<file path="src/rtl/tap_hand_pkg.sv">
// Package: shared TAP state type and next-state function.
// Assumes the standard 16-state TAP sequence advanced by TMS at rising TCK.
package tap_hand_pkg;

    typedef enum logic [3:0] {
        TS_RESET, TS_IDLE,
        TS_SEL_DR, TS_CAP_DR, TS_SHF_DR, TS_EX1_DR, TS_PAU_DR, TS_EX2_DR, TS_UPD_DR,
        TS_SEL_IR, TS_CAP_IR, TS_SHF_IR, TS_EX1_IR, TS_PAU_IR, TS_EX2_IR, TS_UPD_IR
    } tap_state_t;

    // Successor of state s under TMS value m.
    function automatic tap_state_t tap_next(input tap_state_t s, input logic m);
        tap_state_t n;
        case (s)
            TS_RESET:  n = m ? TS_RESET  : TS_IDLE;
            TS_IDLE:   n = m ? TS_SEL_DR : TS_IDLE;
            TS_SEL_DR: n = m ? TS_SEL_IR : TS_CAP_DR;
            TS_CAP_DR: n = m ? TS_EX1_DR : TS_SHF_DR;
            TS_SHF_DR: n = m ? TS_EX1_DR : TS_SHF_DR;
            TS_EX1_DR: n = m ? TS_UPD_DR : TS_PAU_DR;
            TS_PAU_DR: n = m ? TS_EX2_DR : TS_PAU_DR;
            TS_EX2_DR: n = m ? TS_UPD_DR : TS_SHF_DR;
            TS_UPD_DR: n = m ? TS_SEL_DR : TS_IDLE;
            TS_SEL_IR: n = m ? TS_RESET  : TS_CAP_IR;
            TS_CAP_IR: n = m ? TS_EX1_IR : TS_SHF_IR;
            TS_SHF_IR: n = m ? TS_EX1_IR : TS_SHF_IR;
            TS_EX1_IR: n = m ? TS_UPD_IR : TS_PAU_IR;
            TS_PAU_IR: n = m ? TS_EX2_IR : TS_PAU_IR;
            TS_EX2_IR: n = m ? TS_UPD_IR : TS_SHF_IR;
            default:   n = m ? TS_SEL_DR : TS_IDLE;
        endcase
        return n;
    endfunction

endpackage

</file>
<file path="src/rtl/tap_seq.sv">
// Module: tap_seq
// TAP state sequencer. It keeps running during a handoff, because the pin TMS
// is the same signal that is forwarded to the auxiliary TAP.
// Assumes: synchronous active-low reset sampled on rising tck.
module tap_seq
    import tap_hand_pkg::*;
(
    input  logic       tck,
    input  logic       rst_n,
    input  logic       tms,
    output tap_state_t state
);

    // Advance the TAP sequence on every rising edge.
    always_ff @(posedge tck) begin
        if (!rst_n) state <= TS_RESET;
        else        state <= tap_next(state, tms);
    end

    // Test-Logic-Reset holds while TMS stays high.
    assert_tlr_hold_R7: assert property (@(posedge tck) disable iff (!rst_n)
        (state == TS_RESET && tms) |=> (state == TS_RESET));

endmodule

</file>
<file path="src/rtl/tap_instr.sv">
// Module: tap_instr
// Instruction shift and update register, plus the one-bit bypass stage.
// Assumes: 'hold' is high while an auxiliary TAP owns the port. 'release_i' is
// a one-cycle pulse in Update-DR that hands the port back.
module tap_instr
    import tap_hand_pkg::*;
#(
    parameter int IR_W = 5
) (
    input  logic            tck,
    input  logic            rst_n,
    input  tap_state_t      state,
    input  logic            tdi,
    input  logic            hold,
    input  logic            release_i,
    output logic [IR_W-1:0] ir_q,
    output logic            ir_lsb,
    output logic            byp_q
);

    localparam logic [IR_W-1:0] IR_BYPASS = '1;
    localparam logic [IR_W-1:0] IR_CAPT   = IR_W'(1);

    logic [IR_W-1:0] ir_sr;

    // Instruction shift stage: capture ...01, then shift TDI in at the MSB.
    always_ff @(posedge tck) begin
        if (!rst_n) begin
            ir_sr <= IR_CAPT;
        end else if (!hold && state == TS_CAP_IR) begin
            ir_sr <= IR_CAPT;
        end else if (!hold && state == TS_SHF_IR) begin
            ir_sr <= {tdi, ir_sr[IR_W-1:1]};
        end
    end

    // Instruction update stage: bypass on reset or release, shifted value at Update-IR.
    always_ff @(posedge tck) begin
        if (!rst_n || state == TS_RESET || release_i) begin
            ir_q <= IR_BYPASS;
        end else if (!hold && state == TS_UPD_IR) begin
            ir_q <= ir_sr;
        end
    end

    // Bypass stage: captures 0, then delays TDI by one clock.
    always_ff @(posedge tck) begin
        if (!rst_n)                  byp_q <= 1'b0;
        else if (state == TS_CAP_DR) byp_q <= 1'b0;
        else if (state == TS_SHF_DR) byp_q <= tdi;
    end

    assign ir_lsb = ir_sr[0];

    // The instruction changes only at Update-IR, in reset, or on a release.
    assert_ir_quiet_R10: assert property (@(posedge tck) disable iff (!rst_n)
        (state != TS_UPD_IR && state != TS_RESET && !release_i) |=> $stable(ir_q));

    // An Update-IR during a handoff is ignored.
    assert_ir_locked_R10: assert property (@(posedge tck) disable iff (!rst_n)
        (hold && state == TS_UPD_IR && !release_i) |=> $stable(ir_q));

endmodule

</file>
<file path="src/rtl/aux_switch.sv">
// Module: aux_switch
// Decodes the auxiliary opcodes, routes TMS, TDI and TDO to the granted
// auxiliary TAP, and keeps the "pause seen" flag that ends a handoff.
// Assumes: ir_q is the updated instruction and state is the primary sequencer.
module aux_switch
    import tap_hand_pkg::*;
#(
    parameter int N_AUX       = 3,
    parameter int IR_W        = 5,
    parameter int AUX_OP_BASE = 16
) (
    input  logic             tck,
    input  logic             rst_n,
    input  tap_state_t       state,
    input  logic [IR_W-1:0]  ir_q,
    input  logic             tms,
    input  logic             tdi,
    input  logic [N_AUX-1:0] aux_tdo,
    output logic             active,
    output logic             release_o,
    output logic [N_AUX-1:0] aux_tms,
    output logic [N_AUX-1:0] aux_tdi,
    output logic [N_AUX-1:0] aux_grant,
    output logic             tdo_aux
);

    logic [N_AUX-1:0] hit;
    logic             pause_q;

    // One opcode comparator per auxiliary TAP.
    for (genvar k = 0; k < N_AUX; k++) begin : g_dec
        localparam logic [IR_W-1:0] OP_K = IR_W'(AUX_OP_BASE + k);
        assign hit[k] = (ir_q == OP_K);
    end

    // The grant drops as soon as the sequencer sits in Test-Logic-Reset.
    always_comb begin
        aux_grant = (state == TS_RESET) ? '0 : hit;
    end

    assign active    = |aux_grant;
    assign aux_tms   = aux_grant & {N_AUX{tms}};
    assign aux_tdi   = aux_grant & {N_AUX{tdi}};
    assign tdo_aux   = |(aux_grant & aux_tdo);
    assign release_o = active && (state == TS_UPD_DR) && pause_q;

    // Pause flag: set in Pause-DR during a handoff; cleared at start, release or reset.
    always_ff @(posedge tck) begin
        if (!rst_n) begin
            pause_q <= 1'b0;
        end else if (active && state == TS_PAU_DR) begin
            pause_q <= 1'b1;
        end else if (release_o || state == TS_RESET || (!active && state == TS_UPD_IR)) begin
            pause_q <= 1'b0;
        end
    end

    // At most one auxiliary owns the port.
    assert_one_owner_R2: assert property (@(posedge tck) disable iff (!rst_n)
        $onehot0(aux_grant));

    // Update-DR after a pause hands the port back.
    assert_release_R5: assert property (@(posedge tck) disable iff (!rst_n)
        (active && state == TS_UPD_DR && pause_q) |=> !active);

    // Update-DR without a pause keeps the same owner.
    assert_no_release_R6: assert property (@(posedge tck) disable iff (!rst_n)
        (active && state == TS_UPD_DR && !pause_q) |=> (active && $stable(aux_grant)));

    // Outside Update-DR and the step into reset, the owner does not change.
    assert_owner_steady_R10: assert property (@(posedge tck) disable iff (!rst_n)
        (active && state != TS_UPD_DR && !(state == TS_SEL_IR && tms))
            |=> $stable(aux_grant));

    // Once the sequencer has been in reset, no handoff is active.
    assert_reset_cancel_R7: assert property (@(posedge tck) disable iff (!rst_n)
        (state == TS_RESET) |=> !active);

endmodule

</file>
<file path="src/rtl/tap_handoff_top.sv">
// Module: tap_handoff_top
// Primary TAP with handoff of the pins to one of N_AUX auxiliary TAPs.
// Assumes: auxiliary TAPs share tck and sit in Run-Test/Idle when a handoff
// starts, and the host leaves Update-IR towards Run-Test/Idle to start one.
module tap_handoff_top
    import tap_hand_pkg::*;
#(
    parameter int N_AUX       = 3,
    parameter int IR_W        = 5,
    parameter int AUX_OP_BASE = 16
) (
    input  logic             tck,
    input  logic             trst_n,
    input  logic             tms,
    input  logic             tdi,
    output logic             tdo,
    input  logic [N_AUX-1:0] aux_tdo,
    output logic [N_AUX-1:0] aux_tms,
    output logic [N_AUX-1:0] aux_tdi,
    output logic [N_AUX-1:0] aux_grant
);

    tap_state_t      state;
    logic [IR_W-1:0] ir_q;
    logic            ir_lsb;
    logic            byp_q;
    logic            active;
    logic            release_p;
    logic            tdo_aux;

    tap_seq u_seq (
        .tck   (tck),
        .rst_n (trst_n),
        .tms   (tms),
        .state (state)
    );

    tap_instr #(.IR_W(IR_W)) u_instr (
        .tck       (tck),
        .rst_n     (trst_n),
        .state     (state),
        .tdi       (tdi),
        .hold      (active),
        .release_i (release_p),
        .ir_q      (ir_q),
        .ir_lsb    (ir_lsb),
        .byp_q     (byp_q)
    );

    aux_switch #(
        .N_AUX       (N_AUX),
        .IR_W        (IR_W),
        .AUX_OP_BASE (AUX_OP_BASE)
    ) u_switch (
        .tck       (tck),
        .rst_n     (trst_n),
        .state     (state),
        .ir_q      (ir_q),
        .tms       (tms),
        .tdi       (tdi),
        .aux_tdo   (aux_tdo),
        .active    (active),
        .release_o (release_p),
        .aux_tms   (aux_tms),
        .aux_tdi   (aux_tdi),
        .aux_grant (aux_grant),
        .tdo_aux   (tdo_aux)
    );

    // TDO select: auxiliary during a handoff, otherwise IR or bypass stage while shifting.
    always_comb begin
        if (active)                  tdo = tdo_aux;
        else if (state == TS_SHF_IR) tdo = ir_lsb;
        else if (state == TS_SHF_DR) tdo = byp_q;
        else                         tdo = 1'b0;
    end

endmodule

</file>
<file path="config.mk">
export PLATFORM = sky130hd
export DESIGN_NAME = tap_handoff_top
export DESIGN_NICKNAME = d
export VERILOG_FILES = /design/src/rtl/tap_hand_pkg.sv /design/src/rtl/tap_seq.sv /design/src/rtl/tap_instr.sv /design/src/rtl/aux_switch.sv /design/src/rtl/tap_handoff_top.sv
export SDC_FILE = /design/constraint.sdc
export NUM_CORES = 1
export LEC_CHECK = 0
export CAP_MARGIN = 20
export CORE_ASPECT_RATIO = 0.8
export CORE_MARGIN = 4
export CORE_UTILIZATION = 45
export DETAILED_ROUTE_END_ITERATION = 12
export PLACE_DENSITY = 0.69
export SLEW_MARGIN = 20
export SYNTH_ARGS = -nofsm -noshare
export SYNTH_HDL_FRONTEND = slang
export SYNTH_SLANG_ARGS = --single-unit
export TNS_END_PERCENT = 20
</file>
<file path="constraint.sdc">
create_clock -name tck -period 3.7 [get_ports tck]
set_input_delay 0.555 -clock tck [delete_from_list [all_inputs] [get_ports tck]]
set_output_delay 0.555 -clock tck [all_outputs]
set_load 0.01 [all_outputs]
</file>
==> results of run 1 <==
[cell usage in the layout (no fill, tap or decap), drive strengths merged, types with 2 or more instances in the layout]
cell type and instances:
or3b 2, nor2b 3, o21ai 8, a211oi 4, a21oi 6, clkdlybuf4s50 16, and3 2, o211ai 2
nor2 7, nor3b 5, nand2 14, a2111oi 2, clkbuf 3, and2 4, mux2i 5, inv 5
nand3 7, dfxtp 16, nor3 6, o22ai 2
[per-layer routing]
| metal | up-vias | track usage [%] |
|---|---|---|
| li1 | 486 | - |
| met1 | 437 | 24.4 |
| met4 | 0 | 3.61 |
| met5 | - | 0 |
| met2 | 36 | 26.5 |
| met3 | 2 | 5.66 |
[synth_stat cells, types with 2 or more instances]
cell / instances
nor3b_1: 4
clkbuf_1: 5
nand3_1: 7
buf_2: 3
nand2_1: 12
nor3_1: 6
nor2b_1: 3
dfxtp_1: 16
a211oi_1: 4
o22ai_1: 2
nor2_1: 7
o21ai_0: 8
mux2i_1: 5
nand2_2: 2
o211ai_1: 2
and3_1: 2
inv_1: 4
a21oi_1: 6
and2_1: 4
[report_power, final]
part | internal [mW] | leakage (nW) | switching (mW)
clock network | 0.0377 | 0.0138 | 0.0533
registers | 0.174 | 0.130 | 0.00623
logic | 0.0185 | 0.247 | 0.0214
[state kept, by name, summed over array words and instances, names as in the netlist]
register / cells
u_switch.pause_q: 1
u_seq.state: 4
u_instr.ir_q: 5
u_instr.ir_sr: 5
u_instr.byp_q: 1
[metrics by stage]
step / cells / hold slack [ps] / total power [mW] / worst slack [ps]
global placement: 159 / 479 / 0.224 / 917
floorplan: 127 / 449 / 0.211 / 1640
detailed placement: 159 / 485 / 0.224 / 859
global route: 162 / 543 / 0.332 / 407
finish: 162 / 495 / 0.312 / 597
CTS: 162 / 497 / 0.315 / 609
[logic make-up after synthesis]
kind of cell,count (synthesis)
AOI/OAI and AO/OA,35
xor gates and xnor gates,1
buffers and inverters,15
DFF,16
muxes,5
and+or+nand+nor,55
[worst max-delay path by stage]
stage	from	end	slack, ps	depth (start not counted)
6_report	u_seq.state[2]	aux_tms[2]	600	5
5_1_grt	u_seq.state[2]	aux_tms[2]	410	5
4_1_cts	u_seq.state[2]	aux_tms[2]	610	5
3_5_place_dp	tms	aux_tms[0]	860	4
3_3_place_gp	tms	aux_tms[0]	920	4
2_1_floorplan	u_seq.state[0]	tdo	1640	5
[worst register-to-register path, stage by stage, from the launching register on]
cell	delay, ps
dfxtp_1	690
nand2_2	140
a2111oi_4	560
nor2b_1	100
a211o_1	280
[final cells by class]
class / instances / area, sq um
Inverter: 5 / 18.8
Fill cell: 219 / 963
Sequential cell: 16 / 320
Clock buffer: 3 / 22.5
Timing Repair Buffer: 17 / 168
Tap cell: 25 / 31.3
Multi-Input combinational cell: 96 / 616
==> out/metrics.cfg, run 1 <==
[min_path]
hold_end=u_instr.byp_q
holdCritStartpoint=u_instr.byp_q
hp-class=register to register
hold_depth=2

[timing]
slew_violations=0
setup_viol=0
finalHoldViolCount=0
fin_crit_sh_pct=83.9
fin_crit_ps=3100
rsz0062_at_grt=false
tns_ps=0
max_freq_ghz=0.322
slew_headroom_pct=46.2
tightest_slew_ps=796
skew_ps=9.71

[routing]
met3_length_microns=199
wire_per_inst_microns=14.5
top_layer_used=met4
drc=0
wirelength_microns=2340
num_vias=961
wl_met1_microns=1120
wl_met2_microns=995
ant_nets=0
routed_via_density=5.93
drt_iter0_drc=39
dr.pass1.iters=5

[synth]
synth_warnings=0
synthesis.area_sq_um=1010
ys_seq_area_share_pct=31.8
syn_nets=134
synth_seq_cells=16
synth_top_family_by_area=simple AND/OR/NAND/NOR gates
synth-edff-count=0
synth-simple-area-share_pct=30.3
ys_top_cells_by_area=dfxtp_1, mux2i_1, nand2_1
synth_top_cell_by_area=dfxtp_1
netlist_instances=127
synth_top_area_share_pct=31.8
synth_adder_area_share_pct=0
muxShareOfSynthArea_pct=4.97
ys.flop_type=dfxtp_1
yosys.cell_types.count=44
avgSynthCellArea_sq_um=7.93
synth-compound-area-share_pct=25.0
synthArstFlopShare_pct=0
synth_xor_area_share_pct=0.870

[finish]
area_delta_synth_final_pct=16.8
layout.nets=146
final_util_pct=55.0
antenna_cells=0
final_area_sq_um=1180
drive_gt1_share_pct=8.03

[worst_setup_path]
crit_family=simple AND/OR/NAND/NOR gates
r2r_cells=4
crit_fanout=18
endpoint_kind=output pin
timing.rr.end=u_instr.ir_sr[0]
critPathMaxStageDelay_ps=740
slowest_stage=dfxtp_1
r2r_start=u_seq.state[1]
setup.worst_path.class=register to output pin
worstPathArrival_ps=2550
startpoint_type=register
required_ps=3140
cp_num_buf_inv=1
rrSetupSlack_ps=1830
crit_chain=or4_4 -> nand2_1 -> nor3b_1 -> and2_1 -> clkdlybuf4s50_1

[global_routing]
grt-ovfl-total=0
grt_pass1_wl_microns=4110
antenna_found_initial=0
first_global_vias=892
grt_usage_pct=17.6
grt_max_degree=19

[clocking]
cts_buffer_depth=2
clock-root-buffer=clkbuf_4
postCtsHoldBufs=0
clk_pin_slew_ps=80
clock-sinks=16
cts_setup_buffers=0
htreeDepth=1
cts_buffers=3
cts_tree=built
cts-resized-gates=0
clk_latency_ps=280

[power_and_ir_drop]
power_density_nw_per_um2=265
max-vdd-ir-drop_uv=296
p_leak_nw=0.390

[placement]
portBuffers=16
dpl-instance-area_sq_um=1150
dp_hpwl_microns=1690
gp_congestion=0.785

[job]
maxCapViolCount=0

[floorplan]
die_h_microns=50.3
dieArea_sq_um=3060
initial_core_util_pct=47.1
die_x_microns=60.9
io_pins=17
row_count=15
coreArea_sq_um=2140

[status]
status=completed

Power figures use the tool's default switching activity.
==> run 2: changes to the inputs <==
clock period = 3 ns   (was 3.7 ns; I/O delays follow)
==> out/metrics.cfg, run 2 (synthesized netlist as in run 1, its figures left out) <==
[routing]
drc=0  ; unchanged
dr.pass1.iters=4  ; -1
wirelength_microns=2320  ; -0.73%
num_vias=997  ; +3.7%
drt_iter0_drc=35  ; -10%
routed_via_density=6.08  ; +2.5%
ant_nets=0  ; unchanged
wire_per_inst_microns=14.2  ; -1.9%

[worst_setup_path]
startpoint_type=register
worstPathArrival_ps=2360  ; -190 ps
setup.worst_path.class=register to output pin
endpoint_kind=output pin
crit_family=simple AND/OR/NAND/NOR gates
required_ps=2550  ; -590 ps
cp_num_buf_inv=1  ; unchanged
rrSetupSlack_ps=1220  ; -610 ps
crit_cells=5  ; unchanged
timing.rr.end=u_instr.ir_sr[0]
r2r_cells=4  ; unchanged
crit_chain=or4_4 -> nand2_1 -> a2111oi_0 -> a211oi_1 -> clkdlybuf4s50_1
slowest_stage=clkdlybuf4s50_1
crit_fanout=12  ; -6
r2r_start=u_seq.state[3]
critPathLaunch=u_seq.state[3]
crit_path_end=tdo
critPathMaxStageDelay_ps=570  ; -170 ps

[finish]
stdcell_count=164  ; +1.2%
layout.nets=148  ; +1.4%
reg.largest.list=u_instr.ir_q: 5 flops, u_instr.ir_sr: 5 flops, u_seq.state: 4 flops
drive_gt1_share_pct=10.1  ; +2.0 points
antenna_cells=0  ; unchanged
layout_commonest_cell=clkdlybuf4s50_1
area_delta_synth_final_pct=18.4
fillers=214  ; -2.3%
mostFrequentLayoutCells=clkdlybuf4s50_1, dfxtp_1, nand2_1

[global_routing]
grt_usage_pct=17.3  ; -0.35 points
antenna_found_initial=0  ; unchanged
grt_max_degree=19  ; unchanged
grt_pass1_wl_microns=4040  ; -1.8%
grt-ovfl-total=0  ; unchanged
first_global_vias=909  ; +1.9%

[clocking]
cts_buffer_depth=2  ; unchanged
clk_latency_ps=280  ; about the same
cts_setup_buffers=0  ; unchanged
cts_tree=built
clk_pin_slew_ps=90  ; about the same
clock-root-buffer=clkbuf_4
cts_buffers=3  ; unchanged
clock-sinks=16  ; unchanged
htreeDepth=1  ; unchanged

[floorplan]
coreArea_sq_um=2140  ; unchanged
io_pins=17  ; unchanged
row_count=15  ; unchanged
die_x_microns=60.9  ; unchanged
die_h_microns=50.3  ; unchanged
initial_core_util_pct=47.1  ; unchanged
dieArea_sq_um=3060  ; unchanged

[job]
maxCapViolCount=0  ; unchanged

[timing]
fin_crit_sh_pct=93.7
skew_ps=7.10  ; -2.61 ps
rsz0062_at_grt=false
setup_viol=0  ; unchanged
tightest_slew_ps=785  ; -11.3 ps
slew_headroom_pct=47.0  ; +0.76 points
finalHoldViolCount=0  ; unchanged
tns_ps=0  ; unchanged
slew_violations=0  ; unchanged
max_freq_ghz=0.356
fin_crit_ps=2810

[power_and_ir_drop]
p_leak_nw=0.401  ; +2.8%
power_density_nw_per_um2=324  ; +22%
max-vdd-ir-drop_uv=352  ; +19%

[placement]
dp_hpwl_microns=1700  ; +0.56%
gp_congestion=0.797  ; +1.6%
place_inst=161  ; +1.3%
portBuffers=16  ; unchanged

[min_path]
hp-class=register to register

[status]
status=completed

==> run 2: worst min-delay path by stage <==
stage,start,to,slack [ps],depth (start not counted)
after floorplan,u_instr.byp_q,u_instr.byp_q,450,2
after global placement,u_instr.byp_q,u_instr.byp_q,470,2
after detailed placement,u_instr.byp_q,u_instr.byp_q,470,2
after CTS,u_instr.byp_q,u_instr.byp_q,490,2
after global routing,u_instr.byp_q,u_instr.byp_q,520,2
final,u_instr.byp_q,u_instr.byp_q,490,2
==> run 2: tightest hold or removal path, delay by kind of cell (launching register included) <==
family          cells  cell delay, ps
simple gates        1              60
compound gates      1              60
flops               1             330
==> run 2: timing repair <==
action | in CTS | in global routing
endpoints found under the setup margin | 0 | 6
gates resized for setup | 0 | 1
hold buffers | 0 | 0
==> run 2: layer usage <==
layer | track usage (%) | wire length, microns | up-vias
met5 | 0 | 0 | -
met4 | 5.05 | 46 | 0
met3 | 4.88 | 161 | 4
met2 | 26.2 | 993 | 27
met1 | 23.6 | 1120 | 473
li1 | - | - | 493
==> run 2: layout make-up <==
class,count,area [sq um],area share (%)
Clock buffer,3,22.5,1.89
Inverter,5,18.8,1.57
Tap cell,25,31.3,2.62
Sequential cell,16,322,27.0
Multi-Input combinational cell,96,616,51.6
Timing Repair Buffer,19,183,15.3
==> run 2: metrics by stage <==
step / worst slack [ps] / utilization [%] / hold WS (ps) / power [mW] / instance area, sq um
after floorplan: 1040 / - / 449 / 0.261 / 1010
after global placement: 471 / 54.6 / 471 / 0.276 / 1170
after detailed placement: 390 / 54.6 / 475 / 0.277 / 1170
after CTS: 64.9 / 55.7 / 492 / 0.389 / 1190
after global routing: 65.0 / 55.7 / 524 / 0.409 / 1190
final: 189 / 55.7 / 487 / 0.387 / 1190
==> run 2: where the power goes <==
group | switching [mW] | internal, mW | total, mW
Sequential | 0.00812 | 0.215 | 0.224
Combinational | 0.0258 | 0.0235 | 0.0493
Clock | 0.0672 | 0.0466 | 0.114
